<file path="config.mk">
export PLATFORM = sky130hd
export DESIGN_NAME = cfgreg_top
export DESIGN_NICKNAME = d
export VERILOG_FILES = /design/src/rtl/cfgreg_pkg.sv /design/src/rtl/cfgreg_decode.sv /design/src/rtl/cfgreg_state.sv /design/src/rtl/cfgreg_resp.sv /design/src/rtl/cfgreg_top.sv
export SDC_FILE = /design/constraint.sdc
export NUM_CORES = 1
export LEC_CHECK = 0
export BUFFER_PORTS_ARGS = -buffer_cell sky130_fd_sc_hd__buf_2
export CORE_MARGIN = 3
export CORE_UTILIZATION = 34
export DETAILED_ROUTE_END_ITERATION = 10
export PLACE_DENSITY = 0.84
export SETUP_SLACK_MARGIN = 0.4
export SLEW_MARGIN = 20
export SYNTH_ARGS = -nofsm -noshare
export SYNTH_HDL_FRONTEND = slang
export SYNTH_SLANG_ARGS = --single-unit
</file>
<file path="constraint.sdc">
create_clock -name clk -period 1.9 [get_ports clk]
set_input_delay 0.38 -clock clk [delete_from_list [all_inputs] [get_ports clk]]
set_output_delay 0.38 -clock clk [all_outputs]
set_load 0.1 [all_outputs]
</file>
<file path="src/rtl/cfgreg_pkg.sv">
package cfgreg_pkg;
   localparam int REG_W = 32;

   typedef enum logic [1:0] {
      ACC_NONE = 2'd0,
      ACC_FEAT = 2'd1,
      ACC_CFG  = 2'd2
   } acc_kind_e;
endpackage

</file>
<file path="src/rtl/cfgreg_decode.sv">
module cfgreg_decode
   import cfgreg_pkg::*;
#(
   parameter int ADDR_W   = 4,
   parameter int FEAT_OFS = 0,
   parameter int CFG_OFS  = 4,
   parameter bit VIRT_EXT = 1'b1
) (
   input  logic [ADDR_W-1:0] addr,
   output acc_kind_e         kind
);
   localparam logic [ADDR_W-1:0] FEAT_A = ADDR_W'(FEAT_OFS);
   localparam logic [ADDR_W-1:0] CFG_A  = ADDR_W'(CFG_OFS);

   generate
      if (VIRT_EXT) begin : g_window
         always_comb begin
            if (addr == FEAT_A)      kind = ACC_FEAT;
            else if (addr == CFG_A)  kind = ACC_CFG;
            else                     kind = ACC_NONE;
         end
      end else begin : g_nowindow
         logic unused_addr;
         assign unused_addr = ^addr;
         assign kind = ACC_NONE;
      end
   endgenerate
endmodule

</file>
<file path="src/rtl/cfgreg_state.sv">
module cfgreg_state
   import cfgreg_pkg::*;
#(
   parameter logic [REG_W-1:0] FEAT_REG = 32'h7,
   parameter int               EN_BIT   = 0,
   parameter bit               VIRT_EXT = 1'b1
) (
   input  logic             clk,
   input  logic             rst_n,
   input  logic             wr_cfg,
   input  logic [REG_W-1:0] wdata,
   output logic [REG_W-1:0] status,
   output logic             wr_reject
);
   generate
      if (VIRT_EXT) begin : g_reg
         logic locked;
         assign locked    = status[EN_BIT];
         assign wr_reject = wr_cfg && locked && (wdata != '0);

         always_ff @(posedge clk or negedge rst_n) begin
            if (!rst_n)                       status <= '0;
            else if (wr_cfg && !wr_reject)    status <= wdata & FEAT_REG;
         end


         locked_hold_chk: assert property (@(posedge clk) disable iff (!rst_n)
            (wr_cfg && status[EN_BIT] && (wdata != '0)) |=> $stable(status));

         feat_mask_chk: assert property (@(posedge clk) disable iff (!rst_n)
            (wr_cfg && !status[EN_BIT]) |=> ((status & ~FEAT_REG) == '0));

         zero_unlock_chk: assert property (@(posedge clk) disable iff (!rst_n)
            (wr_cfg && (wdata == '0)) |=> (status == '0));

         idle_hold_chk: assert property (@(posedge clk) disable iff (!rst_n)
            !wr_cfg |=> $stable(status));
      end else begin : g_fixed
         logic unused_in;
         assign unused_in = clk ^ rst_n ^ wr_cfg ^ (^wdata);
         assign status    = REG_W'(1) << EN_BIT;
         assign wr_reject = 1'b1;
      end
   endgenerate
endmodule

</file>
<file path="src/rtl/cfgreg_resp.sv">
module cfgreg_resp
   import cfgreg_pkg::*;
#(
   parameter logic [REG_W-1:0] FEAT_REG = 32'h7
) (
   input  logic             clk,
   input  logic             rst_n,
   input  logic             req_valid,
   input  logic             req_write,
   input  acc_kind_e        kind,
   input  logic [REG_W-1:0] status,
   input  logic             wr_reject,
   output logic             rsp_valid,
   output logic             rsp_err,
   output logic [REG_W-1:0] rsp_rdata
);
   logic             nxt_err;
   logic [REG_W-1:0] nxt_data;

   always_comb begin
      nxt_err  = 1'b0;
      nxt_data = '0;
      unique case (kind)
         ACC_FEAT: begin
            if (req_write) nxt_err  = 1'b1;
            else           nxt_data = FEAT_REG;
         end
         ACC_CFG: begin
            if (req_write) nxt_err  = wr_reject;
            else           nxt_data = status;
         end
         default: nxt_err = 1'b1;
      endcase
   end

   always_ff @(posedge clk or negedge rst_n) begin
      if (!rst_n) begin
         rsp_valid <= 1'b0;
         rsp_err   <= 1'b0;
         rsp_rdata <= '0;
      end else begin
         rsp_valid <= req_valid;
         rsp_err   <= req_valid && nxt_err;
         rsp_rdata <= req_valid ? nxt_data : '0;
      end
   end


   feat_wr_err_chk: assert property (@(posedge clk) disable iff (!rst_n)
      (req_valid && req_write && kind == ACC_FEAT) |=> rsp_err);

   rsp_follow_chk: assert property (@(posedge clk) disable iff (!rst_n)
      req_valid |=> rsp_valid);

   rsp_quiet_chk: assert property (@(posedge clk) disable iff (!rst_n)
      !req_valid |=> !rsp_valid);

   err_zero_chk: assert property (@(posedge clk) disable iff (!rst_n)
      rsp_err |-> (rsp_rdata == '0));
endmodule

</file>
<file path="src/rtl/cfgreg_top.sv">
module cfgreg_top
   import cfgreg_pkg::*;
#(
   parameter int               ADDR_W       = 4,
   parameter int               FEAT_OFS     = 0,
   parameter int               CFG_OFS      = 4,
   parameter logic [REG_W-1:0] FEAT_VALUE   = 32'h3,
   parameter int               EN_BIT       = 0,
   parameter int               ENC_BIT      = 1,
   parameter int               EXT_FEAT_BIT = 2,
   parameter bit               VIRT_EXT     = 1'b1
) (
   input  logic              clk,
   input  logic              rst_n,
   input  logic              req_valid,
   input  logic              req_write,
   input  logic [ADDR_W-1:0] req_addr,
   input  logic [REG_W-1:0]  req_wdata,
   output logic              rsp_valid,
   output logic              rsp_err,
   output logic [REG_W-1:0]  rsp_rdata,
   output logic              ctrl_enable,
   output logic              ctrl_encode
);
   localparam logic [REG_W-1:0] EXT_MASK = REG_W'(1) << EXT_FEAT_BIT;
   localparam logic [REG_W-1:0] FEAT_REG = VIRT_EXT ? (FEAT_VALUE | EXT_MASK) : FEAT_VALUE;

   generate
      if (EN_BIT == ENC_BIT) begin : g_bad_bits
         $error("enable and encode bits must differ");
      end
      if (EN_BIT >= REG_W || ENC_BIT >= REG_W || EXT_FEAT_BIT >= REG_W) begin : g_bad_range
         $error("bit position outside the register");
      end
      if (ADDR_W < 3) begin : g_bad_addr
         $error("address too narrow for two word registers");
      end
      if (FEAT_OFS == CFG_OFS) begin : g_bad_ofs
         $error("register offsets collide");
      end
   endgenerate

   acc_kind_e        kind;
   logic [REG_W-1:0] status;
   logic             wr_reject;
   logic             wr_cfg;

   assign wr_cfg = req_valid && req_write && (kind == ACC_CFG);

   cfgreg_decode #(
      .ADDR_W(ADDR_W), .FEAT_OFS(FEAT_OFS), .CFG_OFS(CFG_OFS), .VIRT_EXT(VIRT_EXT)
   ) u_decode (
      .addr(req_addr),
      .kind(kind)
   );

   cfgreg_state #(
      .FEAT_REG(FEAT_REG), .EN_BIT(EN_BIT), .VIRT_EXT(VIRT_EXT)
   ) u_state (
      .clk(clk), .rst_n(rst_n), .wr_cfg(wr_cfg), .wdata(req_wdata),
      .status(status), .wr_reject(wr_reject)
   );

   cfgreg_resp #(
      .FEAT_REG(FEAT_REG)
   ) u_resp (
      .clk(clk), .rst_n(rst_n), .req_valid(req_valid), .req_write(req_write),
      .kind(kind), .status(status), .wr_reject(wr_reject),
      .rsp_valid(rsp_valid), .rsp_err(rsp_err), .rsp_rdata(rsp_rdata)
   );

   assign ctrl_enable = status[EN_BIT];
   assign ctrl_encode = status[ENC_BIT];

   generate
      if (!VIRT_EXT) begin : g_nx_chk

         forced_en_chk: assert property (@(posedge clk) ctrl_enable && !ctrl_encode);
      end
   endgenerate
endmodule

</file>
==> out/metrics.csv <==
stage,metric,value,unit
yosys,top-count cell post-synth,buf_4,
yosys,Post-Synth Simple-Gate Area,0.188,
setup_path,worst reg2reg path startpoint,u_state.status[0],
global_route,vias in the first global route,547,
sta,Hold Slack,271,ps
yosys,Synth Cell Area,621,sq um
yosys,Post-Synth Adder-Cell Area,0,
setup_path,R2R depth,3,
floorplan,core area,1610,sq um
power,Worst VDD drop,0.000410,V
setup_path,"Slowest-stage cell, CP",buf_2,
clock_tree,H-tree level count,1,
yosys,ys flop type,dfrtp_1,
sta,endpoints failing setup,0,
power,switching pwr,354,uW
power,Pleak,0.000460,uW
setup_path,CP Capture Point,ctrl_enable,
clock_tree,worst skew pair latency,250,ps
power,Gate power share,0.520,
placement,gp weighted congestion,0.656,
yosys,Cells after Synth,67,
yosys,largest family of logic cells by synthesized area,buffers and inverters,
yosys,"flops & latches, synth",8,
sta,RSZ-0062 raised after global routing,false,
placement,dpl cell area,769,sq um
power,PD cells,794,nW/um^2
global_route,GRT Overall Usage,0.121,
global_route,met3 GRT Util,0.0307,
sta,crit path time final,1440,ps
global_route,antenna violations before repair,0,
setup_path,"Max FO, Critical Path",3,
setup_path,Crit path depth,1,
yosys,Compound-Gate Fraction of Synth Area,0.0605,
yosys,largest cells by area after synthesis,"buf_4 (35%), dfrtp_1 (32%), nor4_1 (7.1%), mux2_4 (4.8%), nor4_2 (4.0%)",
status,status,"complete, no violations",
detailed_routing,vias per cell,4.16,
yosys,sequential cell area fraction in the yosys report,0.323,
final_layout,ant diodes,0,
setup_path,Critical Path AT,1060,ps
yosys,Yosys warning total,0,
detailed_routing,Routed Wire Length,1450,um
power,Reg power frac,0.271,
sta,fmax,695,MHz
final_layout,final net count,158,
clock_tree,CTS tree,built,
final_layout,Area Growth Syn to Fin,30.8,%
setup_path,CP Capture Type,primary output,
setup_path,CP startpoint,u_state.status[0],
clock_tree,Num CTS Buffers,3,
final_layout,final core utilization,0.504,
sta,"Hold Vio Cnt, Final",0,
sta,skew final,2.90,ps
setup_path,critical path class,flop to primary output,
detailed_routing,routed len/inst,10.3,um
clock_tree,# Post-CTS Setup Buffers,0,
floorplan,DIE WIDTH,48.7,um
floorplan,num ports,76,
global_route,largest net degree at the start of global routing,9,
yosys,Synth async-reset ratio,1.00,
setup_path,worst path required time,1520,ps
final_layout,FILL cells,161,
global_route,total grt overflow,0,
sta,final worst-path cycle share,0.757,
power,Clock power frac,0.209,
setup_path,CP max stage delay,430,ps
yosys,top cells by instance count after synthesis,"buf_4 (29), dfrtp_1 (8), nor4_1 (7)",
detailed_routing,via count,586,
yosys,syn_area_per_cell,9.26,sq um
yosys,Synth cell types,17,
power,sw frac,0.549,
setup_path,RR Endpoint,u_state.status[1],
detailed_routing,DRT antenna net count,0,
setup_path,R2R Setup Slk,900,ps
yosys,Post-Synth XOR/XNOR Area,0,
setup_path,crit-path leading delay family,buffers and inverters,
floorplan,row cnt,14,
job,total of max-cap violations,0,
yosys,Synth area leader,buf_4,
placement,HPWL after DPL,1350,um
global_route,met2 usage,0.233,
yosys,"EDFF count, synth",0,
final_layout,final instance area,812,sq um
clock_tree,CTS sink count,8,
setup_path,Crit path buffers/inverters,1,
detailed_routing,Post-route DRC,0,
placement,Port Buffer Count,46,
clock_tree,Clock transition at path regs,50,ps
sta,max-slew violation count,0,
detailed_routing,starting DRC count in detailed routing,0,
clock_tree,clock root buffer,clkbuf_4,
global_route,global-route wire length before repair,2240,um
clock_tree,Max Buffers Root-to-Sink,2,
setup_path,crit-path cells,buf_2,
final_layout,layout cell share with drive strength beyond 1,0.487,
power,Pint,291,uW
floorplan,Die ar.,2370,sq um
hold_path,HP Class,input port to flop,
global_route,Most Crowded Layer GR,met2,
yosys,mux contribution to synthesized area,0.0484,
sta,Final TNS setup,0,ps
detailed_routing,iteration count of the initial detailed-routing pass,1,
floorplan,Starting Density,0.385,
yosys,top-area cell type share of the netlist area,0.351,
global_route,met1 Use GR,0.111,
floorplan,die height,48.7,um
setup_path,Critical Path Start Type,flop,
## cell type report
class,count,area (sq um),share of cell area
Timing Repair Buffer,47,240,0.296
Inverter,4,15.0,0.0185
Tap cell,24,30.0,0.0370
Multi-Input combinational cell,54,299,0.368
Clock buffer,4,26.3,0.0324
Sequential cell,8,201,0.248
## power groups by stage
stage | clock [uW] | sequential (uW) | combinational (uW)
2_1_floorplan | 0 | 202 | 302
5_1_grt | 155 | 175 | 345
4_1_cts | 139 | 175 | 333
6_report | 135 | 175 | 335
3_5_place_dp | 0 | 178 | 332
3_3_place_gp | 0 | 177 | 330
## worst min path at each step
stage	start	end	slack [ps]	cells past startpoint
final	req_valid	u_resp.rsp_valid	270	1
after global routing	req_valid	u_resp.rsp_valid	260	1
after CTS	req_valid	u_resp.rsp_valid	260	1
after detailed placement	rst_n	u_resp.rsp_rdata[2]	230	1
after global placement	rst_n	u_resp.rsp_rdata[1]	220	1
after floorplan	rst_n	u_resp.rsp_err	80	0
## metrics by stage
step / setup slack, ps / power (uW) / instances
5_1_grt: 401 / 675 / 141
3_3_place_gp: 229 / 507 / 136
4_1_cts: 451 / 648 / 141
2_1_floorplan: 447 / 504 / 95
3_5_place_dp: 187 / 509 / 136
6_report: 462 / 645 / 141
## routing by layer
layer  wire [um]  part of all wire
met5           0                 0
met4          27             0.019
met1         478              0.33
met2         749              0.52
met3         194              0.13
## sequential cells by signal (all words and copies together), names as in the netlist
register / count
u_resp.rsp_err: 1
u_resp.rsp_rdata: 3
u_state.status: 3
u_resp.rsp_valid: 1
## kinds of logic after synthesis
| kind of cell | after synthesis |
|---|---|
| AO/OA/AOI/OAI | 6 |
| multiplexers | 2 |
| buffers and inverters | 33 |
| AND/OR/NAND/NOR | 17 |
| flip-flops | 8 |
| other | 1 |
## cells in the final DEF (no fill, tap or decap), drive strengths merged
| master | n |
|---|---|
| nor3 | 1 |
| nor3b | 1 |
| buf | 46 |
| clkbuf | 4 |
| inv | 4 |
| dfrtp | 8 |
| conb | 29 |
| o21ai | 2 |
| a21oi | 3 |
| mux2 | 2 |
| nand2 | 3 |
| dlygate4sd3 | 1 |
| and4 | 1 |
| nand4 | 2 |
| a311oi | 1 |
| nor4 | 9 |
## repair_timing
action                                  CTS  global route
hold buffers                              1             0
endpoints found under the hold margin     8             0
endpoints found under the setup margin    0             2
gates resized for setup                   0             1
No activity file was read; power rests on OpenSTA's default activity.
